### config.mk
export PLATFORM = sky130hd
export DESIGN_NAME = range_coalescer
export DESIGN_NICKNAME = d
export VERILOG_FILES = /design/src/rtl/rc_pkg.sv /design/src/rtl/rc_window_map.sv /design/src/rtl/rc_range_bank.sv /design/src/rtl/range_coalescer.sv
export SDC_FILE = /design/constraint.sdc
export NUM_CORES = 1
export LEC_CHECK = 0
export BUFFER_PORTS_ARGS = -buffer_cell sky130_fd_sc_hd__buf_2
export CAP_MARGIN = 10
export CORE_MARGIN = 2
export CORE_UTILIZATION = 43
export CTS_CLUSTER_SIZE = 25
export DETAILED_ROUTE_END_ITERATION = 8
export PLACE_DENSITY_LB_ADDON = 0.05
export SYNTH_ARGS = -nofsm -noshare
export SYNTH_HDL_FRONTEND = slang
export SYNTH_SLANG_ARGS = --single-unit
export TNS_END_PERCENT = 5
### constraint.sdc
create_clock -name clk_i -period 2.5 [get_ports clk_i]
set_clock_uncertainty 0.2 [all_clocks]
set_input_delay 0.5 -clock clk_i [delete_from_list [all_inputs] [get_ports clk_i]]
set_output_delay 0.5 -clock clk_i [all_outputs]
set_load 0.05 [all_outputs]
### src/rtl/rc_pkg.sv
package rc_pkg;

    localparam int unsigned ADDR_W = 32;

    typedef logic [ADDR_W-1:0] addr_t;

    typedef struct packed {
        addr_t lo;
        addr_t hi;
    } span_t;

endpackage

### src/rtl/rc_window_map.sv
module rc_window_map
    import rc_pkg::*;
#(
    parameter int unsigned POS_W        = 5,
    parameter int unsigned NFINE        = 16,
    parameter int unsigned FINE_SHIFT   = 24,
    parameter int unsigned COARSE_SHIFT = 28,
    parameter addr_t       FINE_BASE    = 32'hF000_0000
) (
    input  logic [POS_W-1:0] pos_i,
    output addr_t            lo_o,
    output addr_t            hi_o
);

    localparam addr_t FINE_SPAN   = (addr_t'(1) << FINE_SHIFT) - addr_t'(1);
    localparam addr_t COARSE_SPAN = (addr_t'(1) << COARSE_SHIFT) - addr_t'(1);

    addr_t lo_d;
    addr_t hi_d;

    always_comb begin
        if (pos_i < POS_W'(NFINE)) begin
            lo_d = FINE_BASE | (addr_t'(pos_i) << FINE_SHIFT);
            hi_d = lo_d + FINE_SPAN;
        end else begin
            lo_d = addr_t'(pos_i - POS_W'(NFINE)) << COARSE_SHIFT;
            hi_d = lo_d + COARSE_SPAN;
        end
    end

    assign lo_o = lo_d;
    assign hi_o = hi_d;

endmodule

### src/rtl/rc_range_bank.sv
module rc_range_bank
    import rc_pkg::*;
#(
    parameter int unsigned NSLOT = 3,
    parameter int unsigned CNT_W = $clog2(NSLOT + 1)
) (
    input  logic                   clk_i,
    input  logic                   rst_ni,
    input  logic                   clear_i,
    input  logic                   open_i,
    input  logic                   extend_i,
    input  addr_t                  lo_i,
    input  addr_t                  hi_i,
    output span_t [NSLOT-1:0]      slot_o,
    output logic  [NSLOT-1:0]      valid_o,
    output logic  [CNT_W-1:0]      count_o,
    output logic  [ADDR_W:0]       next_o
);

    typedef struct packed {
        span_t [NSLOT-1:0] slot;
        logic  [NSLOT-1:0] valid;
        logic  [CNT_W-1:0] cnt;
        logic  [ADDR_W:0]  nxt;
    } bank_s;

    bank_s bank_d, bank_q;

    always_comb begin
        bank_d = bank_q;
        if (clear_i) begin
            bank_d = '0;
        end else if (open_i) begin
            for (int k = 0; k < NSLOT; k++) begin
                if (bank_q.cnt == CNT_W'(k)) begin
                    bank_d.slot[k].lo = lo_i;
                    bank_d.slot[k].hi = hi_i;
                    bank_d.valid[k]   = 1'b1;
                end
            end
            bank_d.cnt = bank_q.cnt + CNT_W'(1);
            bank_d.nxt = {1'b0, hi_i} + (ADDR_W+1)'(1);
        end else if (extend_i) begin
            for (int k = 0; k < NSLOT; k++) begin
                if (bank_q.cnt == CNT_W'(k + 1)) begin
                    bank_d.slot[k].hi = hi_i;
                end
            end
            bank_d.nxt = {1'b0, hi_i} + (ADDR_W+1)'(1);
        end
    end

    always_ff @(posedge clk_i or negedge rst_ni) begin
        if (!rst_ni) bank_q <= '0;
        else         bank_q <= bank_d;
    end

    assign slot_o  = bank_q.slot;
    assign valid_o = bank_q.valid;
    assign count_o = bank_q.cnt;
    assign next_o  = bank_q.nxt;

    // a slot is only ever opened while a free one remains
    p_open_has_room_r6: assert property (@(posedge clk_i) disable iff (!rst_ni)
        (open_i && !clear_i) |-> (bank_q.cnt < CNT_W'(NSLOT)));

    // merging needs an open range to grow
    p_extend_needs_range_r4: assert property (@(posedge clk_i) disable iff (!rst_ni)
        (extend_i && !clear_i) |-> (bank_q.valid != '0));

    for (genvar k = 0; k < NSLOT; k++) begin : g_slot_chk
        // an unopened slot reads zero
        p_unopened_zero_r10: assert property (@(posedge clk_i) disable iff (!rst_ni)
            !bank_q.valid[k] |-> (bank_q.slot[k] == '0));
        // a range never ends below its start
        p_span_order_r4: assert property (@(posedge clk_i) disable iff (!rst_ni)
            bank_q.valid[k] |-> (bank_q.slot[k].hi >= bank_q.slot[k].lo));
        if (k > 0) begin : g_pack
            // slots fill from slot 0 upward
            p_valid_packed_r5: assert property (@(posedge clk_i) disable iff (!rst_ni)
                bank_q.valid[k] |-> bank_q.valid[k-1]);
        end
    end

endmodule

### src/rtl/range_coalescer.sv
module range_coalescer
    import rc_pkg::*;
#(
    parameter int unsigned NPOS         = 32,
    parameter int unsigned NFINE        = 16,
    parameter int unsigned NSLOT        = 3,
    parameter int unsigned FINE_SHIFT   = 24,
    parameter int unsigned COARSE_SHIFT = 28,
    parameter addr_t       FINE_BASE    = 32'hF000_0000
) (
    input  logic                    clk_i,
    input  logic                    rst_ni,
    input  logic                    start_i,
    input  logic [NPOS-1:0]         bitmap_i,
    input  logic [NPOS-1:0]         mask_i,
    output logic [NSLOT-1:0]        range_valid_o,
    output logic [NSLOT*ADDR_W-1:0] range_lo_o,
    output logic [NSLOT*ADDR_W-1:0] range_hi_o,
    output logic                    done_o,
    output logic                    overflow_o
);

    localparam int unsigned POS_W    = $clog2(NPOS);
    localparam int unsigned CNT_W    = $clog2(NSLOT + 1);
    localparam int unsigned LAST_POS = NPOS - 2;

    typedef struct packed {
        logic             busy;
        logic [POS_W-1:0] pos;
        logic [NPOS-1:0]  bits;
        logic             done;
        logic             ovf;
    } scan_s;

    scan_s scan_d, scan_q;

    addr_t             win_lo, win_hi;
    span_t [NSLOT-1:0] slots;
    logic  [NSLOT-1:0] valid;
    logic  [CNT_W-1:0] count;
    logic  [ADDR_W:0]  next_addr;

    logic accept, want, hit, do_open, do_extend, do_ovf;

    rc_window_map #(
        .POS_W        (POS_W),
        .NFINE        (NFINE),
        .FINE_SHIFT   (FINE_SHIFT),
        .COARSE_SHIFT (COARSE_SHIFT),
        .FINE_BASE    (FINE_BASE)
    ) u_map (
        .pos_i (scan_q.pos),
        .lo_o  (win_lo),
        .hi_o  (win_hi)
    );

    rc_range_bank #(
        .NSLOT (NSLOT),
        .CNT_W (CNT_W)
    ) u_bank (
        .clk_i    (clk_i),
        .rst_ni   (rst_ni),
        .clear_i  (accept),
        .open_i   (do_open),
        .extend_i (do_extend),
        .lo_i     (win_lo),
        .hi_i     (win_hi),
        .slot_o   (slots),
        .valid_o  (valid),
        .count_o  (count),
        .next_o   (next_addr)
    );

    always_comb begin
        accept    = start_i && !scan_q.busy;
        want      = scan_q.busy && scan_q.bits[NPOS-1];
        hit       = (count != '0) && ({1'b0, win_lo} == next_addr);
        do_extend = want && hit;
        do_open   = want && !hit && (count < CNT_W'(NSLOT));
        do_ovf    = want && !hit && (count == CNT_W'(NSLOT));

        scan_d      = scan_q;
        scan_d.done = 1'b0;
        if (accept) begin
            scan_d.busy = 1'b1;
            scan_d.pos  = '0;
            scan_d.bits = bitmap_i & mask_i;
            scan_d.ovf  = 1'b0;
        end else if (scan_q.busy) begin
            if (do_ovf) begin
                scan_d.busy = 1'b0;
                scan_d.done = 1'b1;
                scan_d.ovf  = 1'b1;
            end else if (scan_q.pos == POS_W'(LAST_POS)) begin
                scan_d.busy = 1'b0;
                scan_d.done = 1'b1;
            end else begin
                scan_d.pos  = scan_q.pos + POS_W'(1);
                scan_d.bits = scan_q.bits << 1;
            end
        end
    end

    always_ff @(posedge clk_i or negedge rst_ni) begin
        if (!rst_ni) scan_q <= '0;
        else         scan_q <= scan_d;
    end

    for (genvar k = 0; k < NSLOT; k++) begin : g_out
        assign range_lo_o[k*ADDR_W +: ADDR_W] = slots[k].lo;
        assign range_hi_o[k*ADDR_W +: ADDR_W] = slots[k].hi;
    end

    assign range_valid_o = valid;
    assign done_o        = scan_q.done;
    assign overflow_o    = scan_q.ovf;

    // completion is a single-cycle pulse
    p_done_pulse_r8: assert property (@(posedge clk_i) disable iff (!rst_ni)
        done_o |=> !done_o);

    // the overflow flag only appears with every slot taken
    p_overflow_full_r6: assert property (@(posedge clk_i) disable iff (!rst_ni)
        overflow_o |-> (&range_valid_o));

    // an accepted start empties the result before the first position
    p_clear_on_accept_r10: assert property (@(posedge clk_i) disable iff (!rst_ni)
        (start_i && !scan_q.busy) |=> (range_valid_o == '0 && !overflow_o));

    // a strobe during a scan does not restart the position count
    p_busy_strobe_ignored_r9: assert property (@(posedge clk_i) disable iff (!rst_ni)
        (scan_q.busy && start_i && scan_q.pos != POS_W'(LAST_POS) && !do_ovf)
            |=> (scan_q.pos == $past(scan_q.pos) + POS_W'(1)));

endmodule

======== Word-level counts from Yosys, hierarchy flattened ========
Cells that the tools add are included.
word-level totals
  flip-flop bits (word level) ............. 270
  input port bits ......................... 67
  output and inout port bits .............. 197
  logic and storage cells ................. 99
cells by class
  add/sub/neg operators ................... 6
  magnitude comparators ................... 2
  equal/unequal tests ..................... 10
  mux-type cells .......................... 35
  bitwise gates (word level) .............. 1
  reductions and logical operators ........ 29
operator list
  cell                    number
  $mux 32                 14
  $mux 230                1
  $mux 64                 3
  $mux 37                 2
  $mux 33                 2
  $mux 40                 1
  $mux 38                 1
  $add 32x1->33 const B   1
  $eq 32x33->1            1
  $add 32x28->32 const B  1
  $and 32x32->32          1
  $add 29x25->30 const B  1
  $reduce_bool 2->1       7
  $reduce_and 3->1        4
  $reduce_bool 3->1       4
  $mux 1                  10
  $ne 3x2->1 const B      3
  $reduce_and 2->1        4
  $logic_and 1x1->1       7
  $add 5x1->5 const B     1
  $eq 5x5->1 const B      1
  $lt 5x5->1 const B      1
  $mux 5                  1
  $eq 2x2->1 const B      2
  7 further kinds         9

======== Longest topological paths before layout ========
Gate-level depths: netlist of run 1.
  depth in word-level cells ............... 10
  depth in mapped cells ................... 10
  gate-level depth less buffers ........... 8

======== Modules after synthesis ========
Synthesis of run 1 repeated with hierarchy kept, for this count alone.
unflattened totals
  cells, all modules ...................... 1,374
  area total of the unflattened synthesis .. 12,620.9 sq um
by module, submodules not included
  module           times used  cells each  area each (sq um)  sequential area each (sq um)
  rc_range_bank    1           1,038       9,641.7            5,755.5
  range_coalescer  1           269         2,492.4            1,001.0
  rc_window_map    1           67          486.7              0.0

======== Least setup slack after synthesis of run 1 ========
OpenSTA, ideal clock, no wires.
  path type ............................... register -> register
  start point ............................. reg scan_q[35] in the netlist's numbering
  end point ............................... reg scan_q[3] in the netlist's numbering
  setup time .............................. 126 ps
  data arrival time ....................... 2,013 ps
  data required time ...................... 2,174 ps
  setup slack ............................. 161 ps
  stages on the path, launching flop included .. 8
  path buffers ............................ 1
  period minus slack after synthesis ...... 2,339 ps
  cell sequence ........................... dfrtp_1 > nand2b_1 > or3_1 > a32oi_4 > a21o_4 > nand2_2 > buf_2 > a221o_1
between the ends
  word-level cells in the longest chain between the ends .. 9
  elaborated cells between the ends (all ways) .. 12
  classes of those cells .................. add/sub: 1; order compare: 1; eq/ne: 4; mux: 1; reduce/logical: 5
RTL lines
  element                                    RTL line                                  text
  start, declared                            range_coalescer.sv:35                     scan_s scan_d, scan_q;
  start signal, assigned                     range_coalescer.sv:106                    else scan_q <= scan_d;
  $sub 4x1->4 or $lt 5x5->1 (tied branches)  rc_window_map.sv:26, rc_window_map.sv:22
  $mux 32                                    rc_window_map.sv:22                       if (pos_i < POS_W'(NFINE)) begin
  $eq 32x33->1                               range_coalescer.sv:77                     hit = (count != '0) && ({1'b0, win_lo} == next_addr);
  $logic_and 1x1->1                          range_coalescer.sv:77
  $logic_not 1->1                            range_coalescer.sv:80                     do_ovf = want && !hit && (count == CNT_W'(NSLOT));
  $logic_and 1x1->1 (2 in a row)             range_coalescer.sv:80
  $ne 2x2->1 (no source line)                n/a
  $reduce_and 3->1 (no source line) *        n/a
Every way passes the cells marked *; elsewhere a longest branch is shown, timed or not.
A chain may end at the register's enable or synchronous reset.

======== Worst setup path after layout of run 1 ========
  start point ............................. reg scan_q[38] in the netlist's numbering
  end point ............................... reg u_bank.bank_q, in the netlist u_bank.next_o[31]
between the ends
  word-level cells in the longest chain between the ends .. 9
  elaborated cells between the ends (all ways) .. 14
  classes of those cells .................. add/sub: 1; order compare: 1; eq/ne: 1; mux: 5; reduce/logical: 6
RTL lines
  element                                                RTL line             text
  $lt 5x5->1 *                                           rc_window_map.sv:22
  branches (longest 8 deep; another with $add 32x1->33)  n/a
  end signal, assigned                                   rc_range_bank.sv:55  else bank_q <= bank_d;
  end, declared                                          rc_range_bank.sv:27  bank_s bank_d, bank_q;
Every way passes the cells marked *. The select of a mux whose other input is x is not followed.

==> reports/metrics.cfg, run 1 <==
[outcome]
status = finished, final reports clean

[worst_setup_path]
worst-path-max-fanout = 13
cp.arrival_ns = 2.43
crit_top_cell = buf_4
crit_required_ns = 2.52
critPathSlowestCell = dfrtp_1
cpPeakStageDelay_ns = 0.43
r2r_cells = 8
path_cells = buf_4 > a21boi_0 > o21ai_1 > a32oi_4 > and2_1 > o22ai_2 > buf_4 > mux2_2
path_class = reg -> reg
crit_family = compound AO/OA/AOI/OAI gates
critPathLaunchType = register
reg2reg_slack_ns = 0.09
r2r_start = scan_q[38]
cp_num_buf_inv = 2
reg2reg_to = u_bank.next_o[31]
crit_path_end_kind = register

[floorplan]
io_pins = 264
fp.dieH_um = 122
num_rows = 43
die-area_um2 = 14900
initial_core_util_pct = 43.6
die-width_um = 122
core_region_area_um2 = 13700

[timing]
fin_crit_sh_pct = 96.5
slew_headroom_pct = 62.3
final.setup.tns_ns = 0
finalHoldViolations = 0
clock.fmax_mhz = 414
worstMarginPinSlew_ns = 0.564
setup_violations = 0
period_needed_ns = 2.41
rsz0062_at_grt = false
drv_slew = 0

[hold_path]
hold_path_class = in -> reg
hold_depth = 3
holdPathEnd = scan_q[2]
min_from = mask_i[0]

[logic_synthesis]
ys_ff_latch = 105
yosysUniqueCellTypes = 50
synth_top_area_cell = dfrtp_1
synthArstFlopShare_pct = 100
yosys_warnings = 0
synth_area_um2 = 5980
synth_area_per_cell_um2 = 9.97
synthTopCellsByArea = dfrtp_1, buf_4, a221o_1, mux2i_1, and3_1
yosys_most_used_dff = dfrtp_1
synth_cells = 600
yosysTopAreaCellShare_pct = 43.9
synth_edf_count = 0
ys_seq_area_share_pct = 43.9

[global_routing]
grt_antenna_before_repair = 0
grt.total_usage_pct = 18.1
grt_pass1_wl_um = 20900
grt_pass1_vias = 3944
grt.overflow.total = 0
grt_max_degree = 68

[cts]
cts_tree = done
clk_pin_slew_ns = 0.07
root_buffer = clkbuf_16
cts_buffer_depth = 2
clk_latency_ns = 0.34
cts-htree-levels = 3
numCtsBuffers = 9
clock-sinks = 105

[route]
via_per_inst = 4.81
vias = 4429
firstDrtPassIters = 4
drt-wirelength-per-cell_um = 14.8
wirelength_um = 13700
drc = 0
drtIter0Drc = 249
ant_nets = 0

[final_layout]
area_growth_pct = 15.3
nFillCells = 1269
diodes = 0
nets = 810
drive_gt1_share_pct = 37.5

[placement]
port-buffer-count = 191
gp_congestion = 0.799
hpwlAfterDp_um = 9850

[job]
maxCapViolations = 0

[cell type report]
type / count / area, µm² / share of cell area (%)
Inverter: 11 / 41.3 / 0.598
Clock buffer: 13 / 270 / 3.92
Multi-Input combinational cell: 379 / 2400 / 34.7
Tap cell: 180 / 225 / 3.26
Timing Repair Buffer: 230 / 1320 / 19.1
Clock inverter: 3 / 22.5 / 0.326
Sequential cell: 105 / 2630 / 38.1
[worst register-to-register path, cell delays in order, from the launching register on]
cell      delay [ns]
dfrtp_1         0.43
buf_4           0.19
a21boi_0        0.20
o21ai_1         0.15
a32oi_4         0.30
and2_1          0.26
o22ai_2         0.08
buf_4           0.20
mux2_2          0.29
[timing repair]
item	CTS	global route
resized for setup	0	5
endpoints found under the setup margin	0	40
hold endpoints to repair	29	0
hold buffers	1	0
setup buffers	0	3
[per-stage QoR]
step | hold slack (ns) | setup WS (ns) | util [%] | instance area (µm²) | instances
after floorplan | 0.00441 | 0.161 | - | 6250 | 671
after global placement | 0.272 | 0.117 | 47.8 | 6560 | 901
after detailed placement | 0.281 | 0.0815 | 47.8 | 6560 | 901
after CTS | 0.183 | 0.0705 | 50.0 | 6860 | 918
after global routing | 0.236 | 0.00187 | 50.3 | 6900 | 921
final | 0.196 | 0.0868 | 50.3 | 6900 | 921
[worst max-delay path by stage]
stage	endpoint	from	slack (ns)	cells past startpoint
after global placement	u_bank.next_o[28]	scan_q[37]	0.12	7
after CTS	scan_q[18]	scan_q[37]	0.07	7
after detailed placement	u_bank.next_o[31]	scan_q[37]	0.08	7
final	u_bank.next_o[31]	scan_q[38]	0.09	8
after global routing	scan_q[6]	scan_q[38]	0.002	8
after floorplan	scan_q[3]	scan_q[35]	0.16	7
[registers in the layout (all words and copies together) (netlist names)]
signal and cells:
done_o 1, u_bank.next_o 9, u_bank.count_o 2, u_bank.slot_o 51
scan_q 38, overflow_o 1, u_bank.valid_o 3
[metal layers]
| metal | GRT usage (%) | routed length (µm) | share of wire (%) |
|---|---|---|---|
| met1 | 25.5 | 6170 | 45 |
| met2 | 29.3 | 6480 | 47 |
| met3 | 2.86 | 898 | 6.6 |
| met4 | 4.24 | 107 | 0.78 |
| met5 | 0 | 0 | 0 |
[logic make-up (layout without fill, tap and decap cells)]
kind of cell | Yosys count | count (layout) | synth area share (%)
compound gates | 96 | 96 | 13.3
xor+xnor | 5 | 5 | 0.732
fa+ha+maj | 7 | 7 | 1.46
buf+inv | 187 | 257 | 21.1
flops | 105 | 105 | 43.9
mux | 30 | 30 | 5.21
other cells | 1 | 72 | 0.0627
simple gates | 169 | 169 | 14.2
[cell usage after synthesis, types with 2 or more instances]
cell	count
nor2b_2	2
o21ai_0	19
nand3b_1	3
buf_2	10
and4_1	2
or3_1	2
a21oi_2	2
nor3b_1	3
a31oi_1	3
ha_1	7
nand2_1	51
and2_1	3
dfrtp_1	105
nor2_1	31
o2111ai_1	2
mux2i_1	21
and3_1	32
inv_1	11
nor2b_1	7
xor2_1	3
a21oi_1	5
a21boi_0	2
clkbuf_1	19
a211oi_1	11
a221o_1	31
nand2b_1	8
o21ai_1	5
buf_4	146
xnor2_1	2
mux2_2	9
nand3_1	12
nor3_1	7
a211oi_2	6
or2_2	2
[cell usage in the layout, fill, tap and decap left out, types with 6 or more instances in the layout]
cell,instances
buf_4,34
nand2_1,51
inv_1,11
and3_1,32
nand3_1,12
buf_2,190
a221o_1,31
o21ai_0,19
dfrtp_1,104
nor2_1,30
a211oi_2,6
a211oi_1,11
conb_1,72
ha_1,7
nor3_1,7
mux2i_1,21
nand2b_1,7
clkbuf_16,9
mux2_2,9
Power of run 1 is not shown: default switching activity piles up to over one toggle a cycle in this logic, so the estimate is an artifact.
==> run 2: changes to the inputs <==
--- a/config.mk
+++ b/config.mk
@@ -5,10 +5,11 @@
 export SDC_FILE = /design/constraint.sdc
 export NUM_CORES = 1
 export LEC_CHECK = 0
+export ABC_AREA = 1
 export BUFFER_PORTS_ARGS = -buffer_cell sky130_fd_sc_hd__buf_2
 export CAP_MARGIN = 10
 export CORE_MARGIN = 2
-export CORE_UTILIZATION = 43
+export CORE_UTILIZATION = 44
 export CTS_CLUSTER_SIZE = 25
 export DETAILED_ROUTE_END_ITERATION = 8
 export PLACE_DENSITY_LB_ADDON = 0.05
==> reports/metrics.cfg, run 2 <==
[timing]
worstMarginPinSlew_ns = 0.588  ; was 0.564 ns
period_needed_ns = 2.31  ; was 2.41 ns
final.setup.tns_ns = 0  ; unchanged
slew_headroom_pct = 60.8  ; was 62.3%
setup_violations = 0  ; unchanged
rsz0062_at_grt = false  ; unchanged
fin_crit_sh_pct = 92.3  ; was 96.5%
drv_slew = 0  ; unchanged
finalHoldViolations = 0  ; unchanged
clock.fmax_mhz = 434  ; was 414 MHz

[worst_setup_path]
crit_family = simple AND/OR/NAND/NOR gates  ; was compound AO/OA/AOI/OAI gates
critPathLaunchType = register  ; unchanged
path_class = reg -> reg  ; unchanged
cp_num_buf_inv = 3  ; was 2
cpPeakStageDelay_ns = 0.42  ; was 0.43 ns
crit_required_ns = 2.54  ; was 2.52 ns
crit_start = u_bank.count_o[0]  ; was scan_q[38]
crit_top_cell = nand2_1  ; was buf_4
cp.arrival_ns = 2.34  ; was 2.43 ns
crit_path_end_kind = register  ; unchanged
worst-path-max-fanout = 28  ; was 13
path_cells = inv_1 > ha_1 > inv_1 > nand2_1 > a21oi_1 > nand2_1 > nor2_2 > nand3_4 > nand3_2 > nand3_4 > buf_4 > nand2_1 > o21ai_1  ; was buf_4 > a21boi_0 > o21ai_1 > a32oi_4 > and2_1 > o22ai_2 > buf_4 > mux2_2
critPathSlowestCell = dfrtp_1  ; unchanged
r2r_start = u_bank.count_o[0]  ; was scan_q[38]

[final_layout]
nFillCells = 1297  ; was 1269
final_common_cell = buf_2  ; unchanged
drive_gt1_share_pct = 29.4  ; was 37.5%
final_cell_mix = buf_2, nand2_1, dfrtp_1  ; was buf_2, dfrtp_1, conb_1
diodes = 0  ; unchanged
largest_reg_flops = 51  ; unchanged
area_growth_pct = 12.5  ; was 15.3%
nets = 908  ; was 810

[global_routing]
grt_pass1_vias = 4432  ; was 3944
grt_antenna_before_repair = 0  ; unchanged
grt_pass1_wl_um = 23400  ; was 20900 µm
grt.total_usage_pct = 20.6  ; was 18.1%
grt_max_degree = 49  ; was 68
grt.overflow.total = 0  ; unchanged

[floorplan]
io_pins = 264  ; unchanged
initial_core_util_pct = 45.2  ; was 43.6%
die-width_um = 121  ; was 122 µm
num_rows = 42  ; was 43
die-area_um2 = 14600  ; was 14900 µm²
fp.dieH_um = 121  ; was 122 µm
core_region_area_um2 = 13300  ; was 13700 µm²

[cts]
cts_buffer_depth = 2  ; unchanged
cts_setup_buffers = 0  ; unchanged
cts-htree-levels = 3  ; unchanged
clk_pin_slew_ns = 0.07  ; about the same
numCtsBuffers = 9  ; unchanged
clock-sinks = 105  ; unchanged
root_buffer = clkbuf_16  ; unchanged
clk_latency_ns = 0.36  ; was 0.34 ns
cts_tree = done  ; unchanged

[logic_synthesis]
yosysUniqueCellTypes = 31  ; was 50
synth_area_per_cell_um2 = 8.48  ; was 9.97 µm²
synth_common_cells = nand2_1, buf_4, dfrtp_1  ; was buf_4, dfrtp_1, nand2_1
synth_edf_count = 0  ; unchanged
yosys_warnings = 0  ; unchanged
yosysMostFrequentCell = nand2_1  ; was buf_4
ys_seq_area_share_pct = 43.7  ; was 43.9%
yosysTopAreaCellShare_pct = 43.7  ; was 43.9%
synth_top_area_cell = dfrtp_1  ; unchanged
synthTopCellsByArea = dfrtp_1, buf_4, nand2_1, a32oi_1, nand3_1  ; was dfrtp_1, buf_4, a221o_1, mux2i_1, and3_1
synth_cells = 709  ; was 600
ys_ff_latch = 105  ; unchanged
synth_area_um2 = 6010  ; was 5980 µm²
synthArstFlopShare_pct = 100  ; unchanged
yosys_most_used_dff = dfrtp_1  ; unchanged

[outcome]
status = finished, final reports clean  ; unchanged

[route]
firstDrtPassIters = 5  ; was 4
via_per_inst = 4.87  ; was 4.81
ant_nets = 0  ; unchanged
drt-wirelength-per-cell_um = 15.1  ; was 14.8 µm
vias = 4938  ; was 4429
drc = 0  ; unchanged
drtIter0Drc = 346  ; was 249
wirelength_um = 15300  ; was 13700 µm

[hold_path]
min_from = mask_i[0]  ; unchanged
hold_path_class = in -> reg  ; unchanged

[placement]
gp_congestion = 0.890  ; was 0.799
port-buffer-count = 191  ; unchanged
hpwlAfterDp_um = 11500  ; was 9850 µm

[job]
maxCapViolations = 0  ; unchanged

## run 2: changes by cell type after synthesis, sizes merged, moves of 21 or more
cell,change
a32oi,+30
inv,+34
nand3,+36
nand2,+120
mux2i,-21
and3,-32
o21ai,+40
a221o,-31
## run 2: layer usage
metal | vias to the layer above | part of all wire, % | track usage (%) | wire length (µm)
li1 | 2379 | - | - | -
met1 | 2326 | 42 | 26.9 | 6410
met2 | 213 | 50 | 34.5 | 7680
met3 | 20 | 6.3 | 4.23 | 973
met4 | 0 | 1.7 | 6.47 | 265
met5 | - | 0 | 0 | 0
## run 2: kinds of logic (layout without fill, tap and decap cells)
family,Yosys count,after routing,share of synthesized area [%]
AOI/OAI and AO/OA,106,106,10.9
DFF,105,105,43.7
other,1,72,0.0624
xor gates and xnor gates,1,1,0.146
buffers and inverters,218,277,23.2
and+or+nand+nor,271,271,20.5
adders and majority gates,7,7,1.46
## run 2: layout make-up
type / count / area, µm² / share of cell area, %
multi-input cells: 457 / 2260 / 33.4
clock buffers: 9 / 225 / 3.33
flip-flops and latches: 105 / 2630 / 38.8
inverters: 46 / 173 / 2.55
repair buffers: 215 / 1180 / 17.4
well taps: 176 / 220 / 3.26
clock inverters: 7 / 77.6 / 1.15
## run 2: through the flow
stage	cells	setup slack [ns]	util, %	cell area, µm²	hold WS, ns
after floorplan	780	0.469	-	6280	0.00441
after global routing	1015	0.0346	50.9	6760	0.229
after detailed placement	998	0.237	48.5	6450	0.255
after CTS	1015	0.202	50.9	6760	0.185
final	1015	0.194	50.9	6760	0.189
after global placement	998	0.295	48.5	6450	0.251
## run 2: worst reg2reg max path, stage by stage (launching register included)
cell and delay (ns):
dfrtp_1 0.42, inv_1 0.08, ha_1 0.21, inv_1 0.06
nand2_1 0.06, a21oi_1 0.12, nand2_1 0.08, nor2_2 0.14
nand3_4 0.13, nand3_2 0.13, nand3_4 0.14, buf_4 0.25
nand2_1 0.09, o21ai_1 0.07
## run 2: path summary, 6_finish.rpt
path	end	slack (ns)	depth (start not counted)
max	scan_q[3]	0.19	13
min in group asynchronous	u_bank.next_o[29]	0.41	2
max in group asynchronous	scan_q[8]	1.10	3
min	scan_q[2]	0.19	3
min reg2reg	scan_q[2]	0.29	2
max reg2reg	scan_q[3]	0.19	13
## run 2: timing repair
action	in CTS	in global routing
endpoints found under the setup margin	0	0
hold buffers	1	0
gates resized for setup	0	0
endpoints found under the hold margin	26	0
Power of run 2 is left out for the same reason.
==> run 3: changes to the inputs <==
--- a/config.mk
+++ b/config.mk
@@ -8,8 +8,10 @@
 export ABC_AREA = 1
 export BUFFER_PORTS_ARGS = -buffer_cell sky130_fd_sc_hd__buf_2
 export CAP_MARGIN = 10
+export CELL_PAD_IN_SITES_DETAIL_PLACEMENT = 0
+export CELL_PAD_IN_SITES_GLOBAL_PLACEMENT = 2
 export CORE_MARGIN = 2
-export CORE_UTILIZATION = 44
+export CORE_UTILIZATION = 24
 export CTS_CLUSTER_SIZE = 25
 export DETAILED_ROUTE_END_ITERATION = 8
 export PLACE_DENSITY_LB_ADDON = 0.05
==> reports/metrics.cfg, run 3 (synthesis results as in run 2) <==
[placement]
gp_congestion = 0.777  ; was 0.890
port-buffer-count = 191  ; unchanged
hpwlAfterDp_um = 13100  ; was 11500 µm

[timing]
setup_violations = 0  ; unchanged
rsz0062_at_grt = false  ; unchanged
period_needed_ns = 2.24  ; was 2.31 ns
finalHoldViolations = 0  ; unchanged
slew_headroom_pct = 61.7  ; was 60.8%
clock.fmax_mhz = 446  ; was 434 MHz
fin_crit_sh_pct = 89.7  ; was 92.3%
worstMarginPinSlew_ns = 0.574  ; was 0.588 ns
drv_slew = 0  ; unchanged
final.setup.tns_ns = 0  ; unchanged

[final_layout]
final_common_cell = buf_2  ; unchanged
drive_gt1_share_pct = 30.2  ; was 29.4%
final_cell_mix = buf_2, nand2_1, dfrtp_1  ; unchanged
area_growth_pct = 16.5  ; was 12.5%
largest_reg_flops = 51  ; unchanged
nFillCells = 2686  ; was 1297
nets = 918  ; was 908

[cts]
root_buffer = clkbuf_16  ; unchanged
cts-htree-levels = 3  ; unchanged
clk_pin_slew_ns = 0.08  ; was 0.07 ns
cts_setup_buffers = 0  ; unchanged
clock-sinks = 105  ; unchanged
clk_latency_ns = 0.35  ; was 0.36 ns
numCtsBuffers = 9  ; unchanged
cts_tree = done  ; unchanged
cts_buffer_depth = 2  ; unchanged

[floorplan]
num_rows = 57  ; was 42
die-width_um = 162  ; was 121 µm
io_pins = 264  ; unchanged
initial_core_util_pct = 24.6  ; was 45.2%
core_region_area_um2 = 24500  ; was 13300 µm²
die-area_um2 = 26300  ; was 14600 µm²
fp.dieH_um = 162  ; was 121 µm

[worst_setup_path]
cp.arrival_ns = 2.33  ; was 2.34 ns
r2r_start = u_bank.count_o[0]  ; unchanged
path_class = reg -> reg  ; unchanged
r2r_cells = 13  ; unchanged
worst-path-max-fanout = 5  ; was 28
crit_required_ns = 2.59  ; was 2.54 ns
critPathLaunchType = register  ; unchanged
crit_start = u_bank.count_o[0]  ; unchanged
crit_path_end_kind = register  ; unchanged

[route]
drtIter0Drc = 187  ; was 346
via_per_inst = 4.08  ; was 4.87
vias = 4794  ; was 4938
drt-wirelength-per-cell_um = 15.0  ; was 15.1 µm
firstDrtPassIters = 4  ; was 5
drc = 0  ; unchanged
wirelength_um = 17600  ; was 15300 µm
ant_nets = 0  ; unchanged

[global_routing]
grt_busiest_layer = met2  ; unchanged
grt.overflow.total = 0  ; unchanged
met2_usage_pct = 21.0  ; was 34.5%
grt_max_degree = 51  ; was 49
grt_pass1_vias = 4612  ; was 4432
grt_pass1_wl_um = 26500  ; was 23400 µm
grtUsageMet3_pct = 3.04  ; was 4.23%
gr-usage-met1_pct = 17.6  ; was 26.9%
grt.total_usage_pct = 12.9  ; was 20.6%
grt_antenna_before_repair = 2  ; was 0

[job]
maxCapViolations = 0  ; unchanged

[hold_path]
min_from = mask_i[0]  ; unchanged
hold_path_class = in -> reg  ; unchanged
hold_depth = 3  ; unchanged

[outcome]
status = finished, final reports clean  ; unchanged

-- run 3: changes by cell type in the layout (fill, tap and decap cells not counted) --
cell	previous run	this run
buf_4	21	30
clkinvlp_4	1	4
clkbuf_1	0	2
clkinv_4	2	0
inv_6	2	0
bufinv_16	1	0
clkinv_2	1	0
diode_2	0	1
inv_8	0	1
nand2_1	172	171
nand2_2	0	1
nor2_4	4	5
-- run 3: layout make-up --
type | instances | area (µm²) | area share (%)
inverters | 46 | 173 | 2.47
well taps | 324 | 405 | 5.79
flip-flops and latches | 105 | 2630 | 37.5
multi-input cells | 458 | 2280 | 32.5
diodes | 1 | 2.50 | 0.0357
repair buffers | 224 | 1250 | 17.8
clock inverters | 5 | 41.3 | 0.589
clock buffers | 11 | 233 | 3.32
-- run 3: critical path, stage by stage, from the launching register on --
cell and delay, ns:
dfrtp_1 0.41, inv_1 0.09, ha_1 0.23, inv_1 0.06, nand2_1 0.05, a21oi_1 0.11
nand2_1 0.07, nor2_2 0.14, nand3_4 0.13, nand3_2 0.13, nand2_2 0.14, nor2_4 0.26
nand2_1 0.08, nand2_1 0.07
-- run 3: metal layers --
layer | share of wire (%) | wire (µm)
met5 | 0 | 0
met2 | 47 | 8310
met4 | 0.70 | 123
met3 | 5.7 | 998
met1 | 46 | 8170
-- run 3: through the flow --
step           std cells  setup WS [ns]  utilization, %  hold slack (ns)  area [µm²]
6_report            1174          0.257            28.6            0.207        7000
5_1_grt             1173         0.0205            28.6            0.207        7000
4_1_cts             1172          0.220            28.6            0.198        6990
3_5_place_dp        1155          0.243            27.4            0.266        6700
3_3_place_gp        1155          0.257            27.4            0.257        6700
2_1_floorplan        780          0.469               -          0.00441        6280
-- run 3: timing repair --
action,in CTS,in global routing
hold endpoints to repair,31,0
resized for setup,0,2
setup endpoints to repair,0,2
hold buffers,1,0
-- run 3: path summary, 6_finish.rpt --
kind / to / slack [ns]
setup / recovery: u_bank.next_o[26] / 0.26
hold / removal: scan_q[2] / 0.21
setup reg to reg: u_bank.next_o[26] / 0.26
hold reg to reg: u_bank.slot_o[56] / 0.28
max in group asynchronous: u_bank.slot_o[62] / 0.93
min in group asynchronous: u_bank.slot_o[57] / 0.47
Power of run 3 is left out for the same reason.
